--- config.mk ---
export PLATFORM = sky130hd
export DESIGN_NAME = cbm_mapper
export DESIGN_NICKNAME = d
export VERILOG_FILES = /design/src/rtl/cbm_pkg.sv /design/src/rtl/cbm_ctrl_reg.sv /design/src/rtl/cbm_region_decode.sv /design/src/rtl/cbm_addr_map.sv /design/src/rtl/cbm_mapper.sv
export SDC_FILE = /design/constraint.sdc
export NUM_CORES = 1
export LEC_CHECK = 0
export BUFFER_PORTS_ARGS = -buffer_cell sky130_fd_sc_hd__buf_4
export CAP_MARGIN = 20
export CORE_AREA = 2 2 42 44
export DETAILED_ROUTE_END_ITERATION = 8
export DIE_AREA = 0 0 44 46
export PLACE_DENSITY = 0.71
export SKIP_CTS_REPAIR_TIMING = 1
export SLEW_MARGIN = 15
export SYNTH_ARGS = -nofsm -noshare
export SYNTH_HDL_FRONTEND = slang
export SYNTH_HIERARCHICAL = 1
export SYNTH_SLANG_ARGS = --single-unit
--- constraint.sdc ---
create_clock -name clk -period 2.75 [get_ports clk]
set_input_delay 0.4125 -clock clk [delete_from_list [all_inputs] [get_ports clk]]
set_output_delay 0.4125 -clock clk [all_outputs]
set_load 0.01 [all_outputs]
--- src/rtl/cbm_pkg.sv ---
package cbm_pkg;
  typedef enum logic [1:0] {
    RGN_NONE  = 2'd0,
    RGN_FLASH = 2'd1,
    RGN_DPORT = 2'd2,
    RGN_TFILE = 2'd3
  } region_e;
endpackage

--- src/rtl/cbm_ctrl_reg.sv ---
module cbm_ctrl_reg #(
  parameter int ADDR_W    = 16,
  parameter int DATA_W    = 8,
  parameter int SEG_W     = 3,
  parameter logic [ADDR_W-1:0] CTRL_ADDR = 16'h4104
) (
  input  logic              clk,
  input  logic              rst_n,
  input  logic [ADDR_W-1:0] addr,
  input  logic [DATA_W-1:0] wdata,
  input  logic              wr,
  output logic [SEG_W-1:0]  seg,
  output logic              ovl
);
  localparam int SEG_LSB = DATA_W - SEG_W;

  logic hit;
  assign hit = wr && (addr == CTRL_ADDR);

  always_ff @(posedge clk or negedge rst_n) begin
    if (!rst_n) begin
      seg <= '0;
      ovl <= 1'b0;
    end else if (hit) begin
      seg <= wdata[DATA_W-1:SEG_LSB];
      ovl <= wdata[0];
    end
  end
endmodule

--- src/rtl/cbm_region_decode.sv ---
module cbm_region_decode
  import cbm_pkg::*;
#(
  parameter int ADDR_W = 16,
  parameter int OFS_W  = 14,
  parameter logic [ADDR_W-OFS_W-1:0] WIN_PAGE = 2'b01,
  parameter logic [ADDR_W-1:0] DPORT_LO = 16'h7C00,
  parameter logic [ADDR_W-1:0] DPORT_HI = 16'h7DFF,
  parameter logic [ADDR_W-1:0] TFILE_LO = 16'h7E00,
  parameter logic [ADDR_W-1:0] TFILE_HI = 16'h7EFF
) (
  input  logic [ADDR_W-1:0] addr,
  input  logic              ovl,
  output region_e           rgn
);
  logic in_win, in_dp, in_tf;

  assign in_win = (addr[ADDR_W-1:OFS_W] == WIN_PAGE);
  assign in_dp  = (addr >= DPORT_LO) && (addr <= DPORT_HI);
  assign in_tf  = (addr >= TFILE_LO) && (addr <= TFILE_HI);

  always_comb begin
    rgn = RGN_NONE;
    if (in_win) begin
      if (ovl && in_dp)      rgn = RGN_DPORT;
      else if (ovl && in_tf) rgn = RGN_TFILE;
      else                   rgn = RGN_FLASH;
    end
  end
endmodule

--- src/rtl/cbm_addr_map.sv ---
module cbm_addr_map #(
  parameter int ADDR_W = 16,
  parameter int SEG_W  = 3,
  parameter int OFS_W  = 14,
  parameter int IDX_W  = 4
) (
  input  logic [ADDR_W-1:0]      addr,
  input  logic [SEG_W-1:0]       seg,
  output logic [SEG_W+OFS_W-1:0] faddr,
  output logic [IDX_W-1:0]       idx,
  output logic                   lane
);
  genvar b;
  generate
    for (b = 0; b < OFS_W; b++) begin : g_ofs
      assign faddr[b] = addr[b];
    end
    for (b = 0; b < SEG_W; b++) begin : g_seg
      assign faddr[OFS_W+b] = seg[b];
    end
  endgenerate

  assign idx  = addr[IDX_W-1:0];
  assign lane = addr[0];
endmodule

--- src/rtl/cbm_mapper.sv ---
module cbm_mapper
  import cbm_pkg::*;
#(
  parameter int ADDR_W = 16,
  parameter int DATA_W = 8,
  parameter int SEG_W  = 3,
  parameter int OFS_W  = 14,
  parameter int IDX_W  = 4,
  parameter logic [ADDR_W-1:0] CTRL_ADDR = 16'h4104,
  localparam int FA_W  = SEG_W + OFS_W
) (
  input  logic              clk,
  input  logic              rst_n,
  input  logic [ADDR_W-1:0] cpu_addr,
  input  logic [DATA_W-1:0] cpu_wdata,
  input  logic              cpu_rd,
  input  logic              cpu_wr,
  output logic [FA_W-1:0]   flash_addr,
  output logic              flash_cs,
  output logic              dport_sel,
  output logic              dport_hi,
  output logic              tfile_sel,
  output logic [IDX_W-1:0]  tfile_idx
);
  logic [SEG_W-1:0] seg_q;
  logic             ovl_q;
  region_e          rgn;
  logic             access;

  cbm_ctrl_reg #(
    .ADDR_W(ADDR_W), .DATA_W(DATA_W), .SEG_W(SEG_W), .CTRL_ADDR(CTRL_ADDR)
  ) u_ctrl (
    .clk(clk), .rst_n(rst_n), .addr(cpu_addr), .wdata(cpu_wdata),
    .wr(cpu_wr), .seg(seg_q), .ovl(ovl_q)
  );

  cbm_region_decode #(
    .ADDR_W(ADDR_W), .OFS_W(OFS_W)
  ) u_dec (
    .addr(cpu_addr), .ovl(ovl_q), .rgn(rgn)
  );

  cbm_addr_map #(
    .ADDR_W(ADDR_W), .SEG_W(SEG_W), .OFS_W(OFS_W), .IDX_W(IDX_W)
  ) u_map (
    .addr(cpu_addr), .seg(seg_q), .faddr(flash_addr),
    .idx(tfile_idx), .lane(dport_hi)
  );

  assign access    = cpu_rd || cpu_wr;
  assign flash_cs  = cpu_rd && !cpu_wr && (rgn == RGN_FLASH);
  assign dport_sel = access && (rgn == RGN_DPORT);
  assign tfile_sel = access && (rgn == RGN_TFILE);
endmodule

# Word-level counts from Yosys, hierarchy flattened
# Cells that the tools add are included.
[classes]
n_lt_le_gt_ge = 4
n_eq_ne = 5
n_mux = 3
reduce_logical = 11
[op_table]
columns = ["cell", "count"]
rows = [
  ["16-bit by 15-bit >= comparator with 1-bit output, second input constant", 2],
  ["16-bit by 15-bit <= comparator with 1-bit output, second input constant", 2],
  ["16-bit by 15-bit equality test with 1-bit output, second input constant", 1],
  ["1-bit logical AND", 9],
  ["2-bit 2-to-1 mux", 3],
  ["2-bit by 1-bit equality test with 1-bit output, second input constant", 2],
  ["2-bit equality test, second input constant", 2],
  ["1-bit zero test", 1],
  ["1-bit logical OR", 1],
]
[word_totals]
ff_bits = 4
in_bits = 28
output_inout_bits = 25
wordCells = 25

# Longest topological paths before layout
# Gate-level depths: netlist of run 1.
[depth]
word_depth = 8
mapped_depth = 4
depth_no_buf = 4

# Cells and area by module
# The synthesis of run 1 kept the hierarchy.
[modules_own_cells]
columns = ["module", "instances", "cells_per_inst", "area_each_um2", "seq_area_each_um2"]
rows = [
  ["cbm_ctrl_reg", 1, 15, 202.7, 100.1],
  ["cbm_addr_map", 1, 22, 165.2, 0.0],
  ["cbm_region_decode", 1, 6, 45.0, 0.0],
  ["cbm_mapper", 1, 5, 31.3, 0.0],
]

# Least setup slack after synthesis of run 1
# No wires, ideal clock.
[synth_timing]
path_kind = "input to output"
from = "in cpu_addr[10]"
to = "out dport_sel"
arrival_time_ns = 1.238
t_required_ns = 2.338
slack_ns = 1.100
cell_stages = 4
path_buffers = 0
cell_sequence = "nand4_1 > a2111oi_2 > o21ai_0 > nor2_1"
[synth_via]
elab_chain_len = 8
elab_cells_between_ends = 13
cone_classes = "4 x order compare; 1 x eq/ne; 3 x mux; 5 x reduce/logical"
[synth_lines]
columns = ["item", "line", "source"]
rows = [
  ["start, declared", "cbm_mapper.sv:14", "input logic [ADDR_W-1:0] cpu_addr,"],
  ["16-bit by 15-bit >= comparator with 1-bit output / 16-bit by 15-bit <= comparator with 1-bit output (equally long branches)", "cbm_region_decode.sv:20", "assign in_tf = (addr >= TFILE_LO) && (addr <= TFILE_HI);"],
  ["1-bit logical AND", "cbm_region_decode.sv:20", ""],
  ["1-bit logical AND", "cbm_region_decode.sv:26", "else if (ovl && in_tf) rgn = RGN_TFILE;"],
  ["2-bit 2-to-1 mux", "cbm_region_decode.sv:26", ""],
  ["2-bit 2-to-1 mux (*)", "cbm_region_decode.sv:25", "if (ovl && in_dp) rgn = RGN_DPORT;"],
  ["2-bit 2-to-1 mux (*)", "cbm_region_decode.sv:24", "if (in_win) begin"],
  ["via rgn[1]", "cbm_mapper.sv:27", "region_e rgn;"],
  ["2-bit equality test (*)", "cbm_mapper.sv:52", "assign dport_sel = access && (rgn == RGN_DPORT);"],
  ["1-bit logical AND (*)", "cbm_mapper.sv:52", ""],
  ["end, declared", "cbm_mapper.sv:20", "output logic dport_sel,"],
]
# Mark *: on every way through the listed nets, which the timed path passes. The rest lies on a longest branch.

# Worst setup path after layout of run 1
[layout_timing]
from = "reg u_ctrl.ovl"
to = "out dport_sel"
[layout_via]
elab_chain_len = 6
elab_cells_between_ends = 7
cone_classes = "1 x eq/ne; 3 x mux; 3 x reduce/logical"
[layout_lines]
columns = ["item", "line", "source"]
rows = [
  ["start, declared", "cbm_ctrl_reg.sv:13", "output logic ovl"],
  ["start signal, assigned", "cbm_ctrl_reg.sv:26", "ovl <= wdata[0];"],
  ["1-bit logical AND", "cbm_region_decode.sv:26", ""],
  ["2-bit 2-to-1 mux", "cbm_region_decode.sv:26", ""],
  ["2-bit 2-to-1 mux (*)", "cbm_region_decode.sv:25", ""],
  ["2-bit 2-to-1 mux (*)", "cbm_region_decode.sv:24", ""],
  ["via rgn[1]", "cbm_mapper.sv:27", ""],
  ["2-bit equality test (*)", "cbm_mapper.sv:52", ""],
  ["1-bit logical AND (*)", "cbm_mapper.sv:52", ""],
]
# Marks and branches as above.

==> results of run 1 <==
## sequential cells by signal (all words and copies together), names as in the netlist
signal      flops
u_ctrl/ovl      1
u_ctrl/seg      3
## where the power goes
part	switching (mW)	total, mW	internal [mW]
registers	0.0000102	0.0592	0.0592
logic	0.0275	0.0701	0.0426
clock network	0.0248	0.0736	0.0489
total	0.0523	0.203	0.151
## critical path: cells and delay by family, from the launching register on
family	cells	cell delay (ns)
flip-flops	1	0.33
buffers and inverters	2	0.19
AND/OR/NAND/NOR	1	0.12
AO/OA/AOI/OAI	2	0.60
## metal layers
metal	part of all wire	up-vias
met5	0	-
met4	0.019	0
met3	0.12	2
met2	0.55	30
met1	0.31	185
li1	-	204
## final cells by class
type,instances,area (µm²),area share
inverters,3,11.3,0.0162
clock buffers,3,22.5,0.0325
repair buffers,49,370,0.534
well taps,17,21.3,0.0307
flip-flops and latches,4,100,0.144
multi-input cells,19,168,0.242
## metrics by stage
stage | area, µm² | util | setup WS, ns
after floorplan | 444 | - | 1.10
after global placement | 661 | 0.409 | 0.888
after detailed placement | 661 | 0.409 | 0.868
after CTS | 683 | 0.423 | 0.847
after global routing | 693 | 0.429 | 0.716
final | 693 | 0.429 | 0.868
## layout by cell type (no fill, tap or decap)
| cell | instances |
|---|---|
| a2111oi_2 | 1 |
| buf_4 | 48 |
| clkbuf_4 | 3 |
| dfrtp_1 | 4 |
| dlygate4sd3_1 | 1 |
| inv_1 | 3 |
| mux2_2 | 4 |
| nand2_1 | 2 |
| nand2b_1 | 1 |
| nand3b_1 | 1 |
| nand4_1 | 1 |
| nor2_1 | 2 |
| nor4_1 | 2 |
| nor4_4 | 1 |
| nor4b_1 | 1 |
| nor4b_2 | 1 |
| o21ai_0 | 1 |
| o311a_1 | 1 |
## worst max-delay path by stage
| stage | start | endpoint | cells past startpoint |
|---|---|---|---|
| after floorplan | cpu_addr[10] | dport_sel | 4 |
| after global placement | cpu_addr[11] | tfile_sel | 6 |
| final | u_ctrl/ovl | dport_sel | 5 |
| after detailed placement | cpu_addr[11] | dport_sel | 6 |
| after global routing | cpu_addr[10] | dport_sel | 6 |
| after CTS | u_ctrl/ovl | tfile_sel | 5 |
## logic make-up (layout without fill, tap and decap cells)
logic type | count (synthesis) | after routing
AOI/OAI and AO/OA | 3 | 3
buffers and inverters | 25 | 55
DFF | 4 | 4
muxes | 4 | 4
and+or+nand+nor | 12 | 12
==> results.json, run 1 <==
{
  "drc_errors": 0,
  "final.setup.tns_ns": 0,
  "fin_crit_ns": 1.88,
  "endpoint_kind": "output port",
  "status": "complete, no violations",
  "die_w_um": 44,
  "grt_pass1_wl_um": 1630,
  "h-tree-depth": 1,
  "cts.clk_slew.worst_paths_ns": 0.04,
  "synth_top_area_share": 0.372,
  "grt_use_met3": 0.0119,
  "fin_cells": 95,
  "synth_top_cell_by_area": "buf_4",
  "fin_skew_ns": 0,
  "cts_buffers": 3,
  "synthAdderAreaFrac": 0,
  "rrSetupSlack_ns": 2.00,
  "drt-total-wl_um": 1050,
  "r2r_start": "u_ctrl/seg[2]",
  "rows": 15,
  "clockBufferDepth": 2,
  "worst_path_largest_cell_delay_ns": 0.41,
  "r2r-end": "u_ctrl/seg[2]",
  "core_area_um2": 1610,
  "min_path_cells": 2,
  "initialDrtViolationCount": 3,
  "path_cells": "inv_1 -> a2111oi_2 -> o21ai_0 -> nor2_1 -> buf_4",
  "port_buffers": 48,
  "synth.most_common_cell": "buf_4",
  "critPathKind": "reg2out",
  "fmax_mhz": 531,
  "fill_cells": 167,
  "hold_viol_final": 0,
  "dpl.cell_count": 91,
  "drive_above_1_share": 0.744,
  "synth_compound_area_frac": 0.0676,
  "die_h_um": 46,
  "synth-xor-area-share": 0,
  "grt_util_met2": 0.206,
  "max_slew_margin": 0.757,
  "ir_drop_v": 0.000198,
  "syn_nets": 76,
  "yosys.area_share.simple": 0.208,
  "synth-seq-area-share": 0.225,
  "netlist_top_cells_area": "buf_4, dfrtp_1, mux2_2",
  "grt_overflow": 0,
  "crit_arrival_ns": 1.47,
  "dieArea_um2": 2020,
  "grt_antenna_before_repair": 0,
  "nets": 108,
  "min_path_type": "in2reg",
  "rsz0062_at_grt": "no",
  "whs_ns": 0.406,
  "muxShareOfSynthArea": 0.101,
  "drv_slew": 0,
  "setup_viol": 0,
  "min_to": "u_ctrl/seg[1]",
  "met1_usage": 0.112,
  "ys_seq_elements": 4,
  "drt_first_pass_iters": 3,
  "tritoncts": "built",
  "insertion_delay_ns": 0.24,
  "gp_congestion": 0.694,
  "crit_fanout": 2,
  "grt_max_degree": 5,
  "pin_count": 53,
  "crit_slowest_cell": "a2111oi_2",
  "synth_cell_types": 16,
  "final.period_utilization": 0.684,
  "synth_enable_flop_cells": 0,
  "hpwl_um": 924,
  "grt_pass1_vias": 422,
  "start_util": 0.275,
  "route.detailed.wl_per_inst_um": 11.1,
  "ys_warn_count": 6,
  "syn_area_um2": 444,
  "power_density_nw_per_um2": 293,
  "dr_total_vias": 421,
  "drv_cap": 0,
  "cp.required_ns": 2.34,
  "synth_async_sr_flop_share": 1.00,
  "synth_common_cells": "buf_4, dfrtp_1, mux2_2, inv_1",
  "busiest_layer": "met2",
  "vias_per_cell": 4.43,
  "p_leak_nw": 0.362,
  "synth_top_family_by_area": "buffers and inverters",
  "area_growth_syn_to_layout_pct": 56.1,
  "synthFlopType": "dfrtp_1",
  "worst-r2r-cell-count": 1,
  "track_usage": 0.109,
  "syn_avg_cell_area_um2": 9.25,
  "clock_sinks": 4,
  "hp-start": "cpu_wdata[6]",
  "worst_pin_slew_ns": 0.362,
  "syn_inst": 48,
  "diodes": 0,
  "cts_root_buf": "clkbuf_4",
  "total_power_uw": 203,
  "ant_nets": 0,
  "cp-start-kind": "register"
}
Note: power is estimated with default switching activity, not from simulation.
==> inputs of run 2 (changes only) <==
--- a/config.mk
+++ b/config.mk
@@ -5,12 +5,13 @@
 export SDC_FILE = /design/constraint.sdc
 export NUM_CORES = 1
 export LEC_CHECK = 0
+export ABC_AREA = 1
 export BUFFER_PORTS_ARGS = -buffer_cell sky130_fd_sc_hd__buf_4
 export CAP_MARGIN = 20
-export CORE_AREA = 2 2 42 44
+export CORE_AREA = 2 2 45 47
 export DETAILED_ROUTE_END_ITERATION = 8
-export DIE_AREA = 0 0 44 46
-export PLACE_DENSITY = 0.71
+export DIE_AREA = 0 0 47 49
+export PLACE_DENSITY = 0.68
 export SKIP_CTS_REPAIR_TIMING = 1
 export SLEW_MARGIN = 15
 export SYNTH_ARGS = -nofsm -noshare
==> constraint.sdc (replaced) <==
create_clock -name clk -period 2 [get_ports clk]
set_input_delay 0.3 -clock clk [delete_from_list [all_inputs] [get_ports clk]]
set_output_delay 0.3 -clock clk [all_outputs]
set_load 0.01 [all_outputs]
==> run 2 against run 1 <==
Compared with the run above: cell area grew 14%; synthesized cell count is 65% higher; clock power increased by 37%; wire length is 13% higher; critical path type unchanged; largest cell class unchanged; sequential cell count is the same; register-to-register slack worse by 0.59 ns; critical endpoint is now tfile_sel; global-route usage down 0.30 points; non-clock buffer count did not move; via count grew 31%; utilization shrank 0.21 points; synthesized area grew 18%; total power grew 43%.
==> results.json, run 2 <==
{
  "grt_antenna_before_repair": 0,
  "pin_count": 53,
  "ys_warn_count": 6,
  "port_buffers": 48,
  "final.period_utilization": 0.807,
  "area_growth_syn_to_layout_pct": 49.8,
  "track_usage": 0.106,
  "drt-total-wl_um": 1190,
  "synth_enable_flop_cells": 0,
  "syn_nets": 107,
  "rsz0062_at_grt": "no",
  "drc_errors": 0,
  "cts.clk_slew.worst_paths_ns": 0.04,
  "max_slew_margin": 0.738,
  "gp_congestion": 0.619,
  "nets": 139,
  "crit_arrival_ns": 1.31,
  "cp-startpoint": "u_ctrl/ovl",
  "dr_total_vias": 551,
  "hp-start": "cpu_wdata[0]",
  "fin_skew_ns": 0,
  "clock_sinks": 4,
  "cts_buffers": 3,
  "grt_pass1_wl_um": 1790,
  "netlist_top_cells_area": "buf_4, dfrtp_1, nand2_1",
  "grt_pass1_vias": 495,
  "h-tree-depth": 1,
  "syn_avg_cell_area_um2": 6.65,
  "cp-start-kind": "register",
  "cts_root_buf": "clkbuf_4",
  "p_leak_nw": 0.447,
  "syn_inst": 79,
  "tritoncts": "built",
  "route.detailed.wl_per_inst_um": 8.74,
  "synth_async_sr_flop_share": 1.00,
  "dieArea_um2": 2300,
  "ant_nets": 0,
  "dpl-instance-area_um2": 754,
  "die_h_um": 49,
  "largest_reg_flops": 3,
  "start_util": 0.285,
  "status": "complete, no violations",
  "final.setup.tns_ns": 0,
  "synth_cell_types": 15,
  "die_w_um": 47,
  "endpoint_kind": "output port",
  "setup_viol": 0,
  "diodes": 0,
  "ir_drop_v": 0.000299,
  "place_ws_ns": 0.495,
  "synth.most_common_cell": "buf_4",
  "grt_max_degree": 6,
  "synthFlopType": "dfrtp_1",
  "fmax_mhz": 619,
  "ys_seq_elements": 4,
  "core_area_um2": 1840,
  "final_cell_mix": "buf_4, nand2_1, nor2_1",
  "fin_crit_ns": 1.61,
  "cp.required_ns": 1.70,
  "power_density_nw_per_um2": 368,
  "largestRegisters": "u_ctrl/seg: 3 flops, u_ctrl/ovl: 1 flops",
  "syn_area_um2": 526,
  "drv_cap": 0,
  "vias_per_cell": 4.05,
  "synth_common_cells": "buf_4, nand2_1, nor2_1, inv_1",
  "clockBufferDepth": 2,
  "final_util": 0.427,
  "worst_pin_slew_ns": 0.391,
  "mostFrequentLayoutCell": "buf_4",
  "drive_above_1_share": 0.541,
  "fin_area_um2": 787,
  "top_register": "u_ctrl/seg",
  "synth_top_cell_by_area": "buf_4",
  "r2r_start": "u_ctrl/seg[2]",
  "rows": 16,
  "hold_viol_final": 0,
  "drt_first_pass_iters": 4,
  "worst_slack_ns": 0.385,
  "hpwl_um": 1070,
  "synth_top_area_share": 0.314,
  "insertion_delay_ns": 0.24,
  "critPathKind": "reg2out",
  "crit_fanout": 3,
  "synth-seq-area-share": 0.190,
  "initialDrtViolationCount": 1,
  "min_path_type": "in2reg",
  "drv_slew": 0,
  "grt_overflow": 0
}
[run 2: final cells by class]
cell class | count | area (µm²)
clock buffer | 3 | 22.5
fill | 191 | 1050
inverter | 6 | 22.5
multi-input combinational | 47 | 238
sequential | 4 | 100
tap | 27 | 33.8
timing repair buffer | 49 | 370
[run 2: final timing paths]
kind | slack [ns] | to | cells after the start
min reg2reg | 0.47 | u_ctrl/ovl | 2
max | 0.39 | tfile_sel | 7
min | 0.32 | u_ctrl/ovl | 3
max in group asynchronous | 1.51 | u_ctrl/seg[2] | 2
max reg2reg | 1.41 | u_ctrl/seg[2] | 2
min in group asynchronous | 0.40 | u_ctrl/seg[0] | 2
[run 2: per-layer routing]
layer  routed length [µm]  vias up  track usage  share of wire
met1                  420      232        0.109           0.35
met5                    0        -            0              0
met3                  136        2       0.0259           0.11
met2                  614       36        0.192           0.52
li1                     -      281            -              -
met4                   16        0       0.0417          0.013
[run 2: power breakdown]
part,internal (mW),switching [mW],total (mW)
combinational,0.0616,0.0461,0.108
sequential,0.0814,0.0000147,0.0814
clock,0.0672,0.0337,0.101
total,0.210,0.0798,0.290
[run 2: critical path, stage by stage, from the launching register on]
cell and delay, ns:
dfrtp_1 0.34, nand2_1 0.06, nor2_2 0.13, nand3_1 0.08
nor2_1 0.16, nand2_1 0.08, nor2_1 0.10, buf_4 0.12
[run 2: kinds of logic after synthesis]
group	synth area share
buffers and inverters	0.357
flip-flops	0.190
AND/OR/NAND/NOR	0.443
AO/OA/AOI/OAI	0.00951
[run 2: metrics by stage]
stage / instances / total power, mW / hold slack (ns)
2_1_floorplan: 79 / 0.140 / 0.00441
3_3_place_gp: 132 / 0.188 / 0.0957
3_5_place_dp: 132 / 0.190 / 0.0958
4_1_cts: 135 / 0.295 / -0.158
5_1_grt: 136 / 0.309 / 0.341
6_report: 136 / 0.290 / 0.320
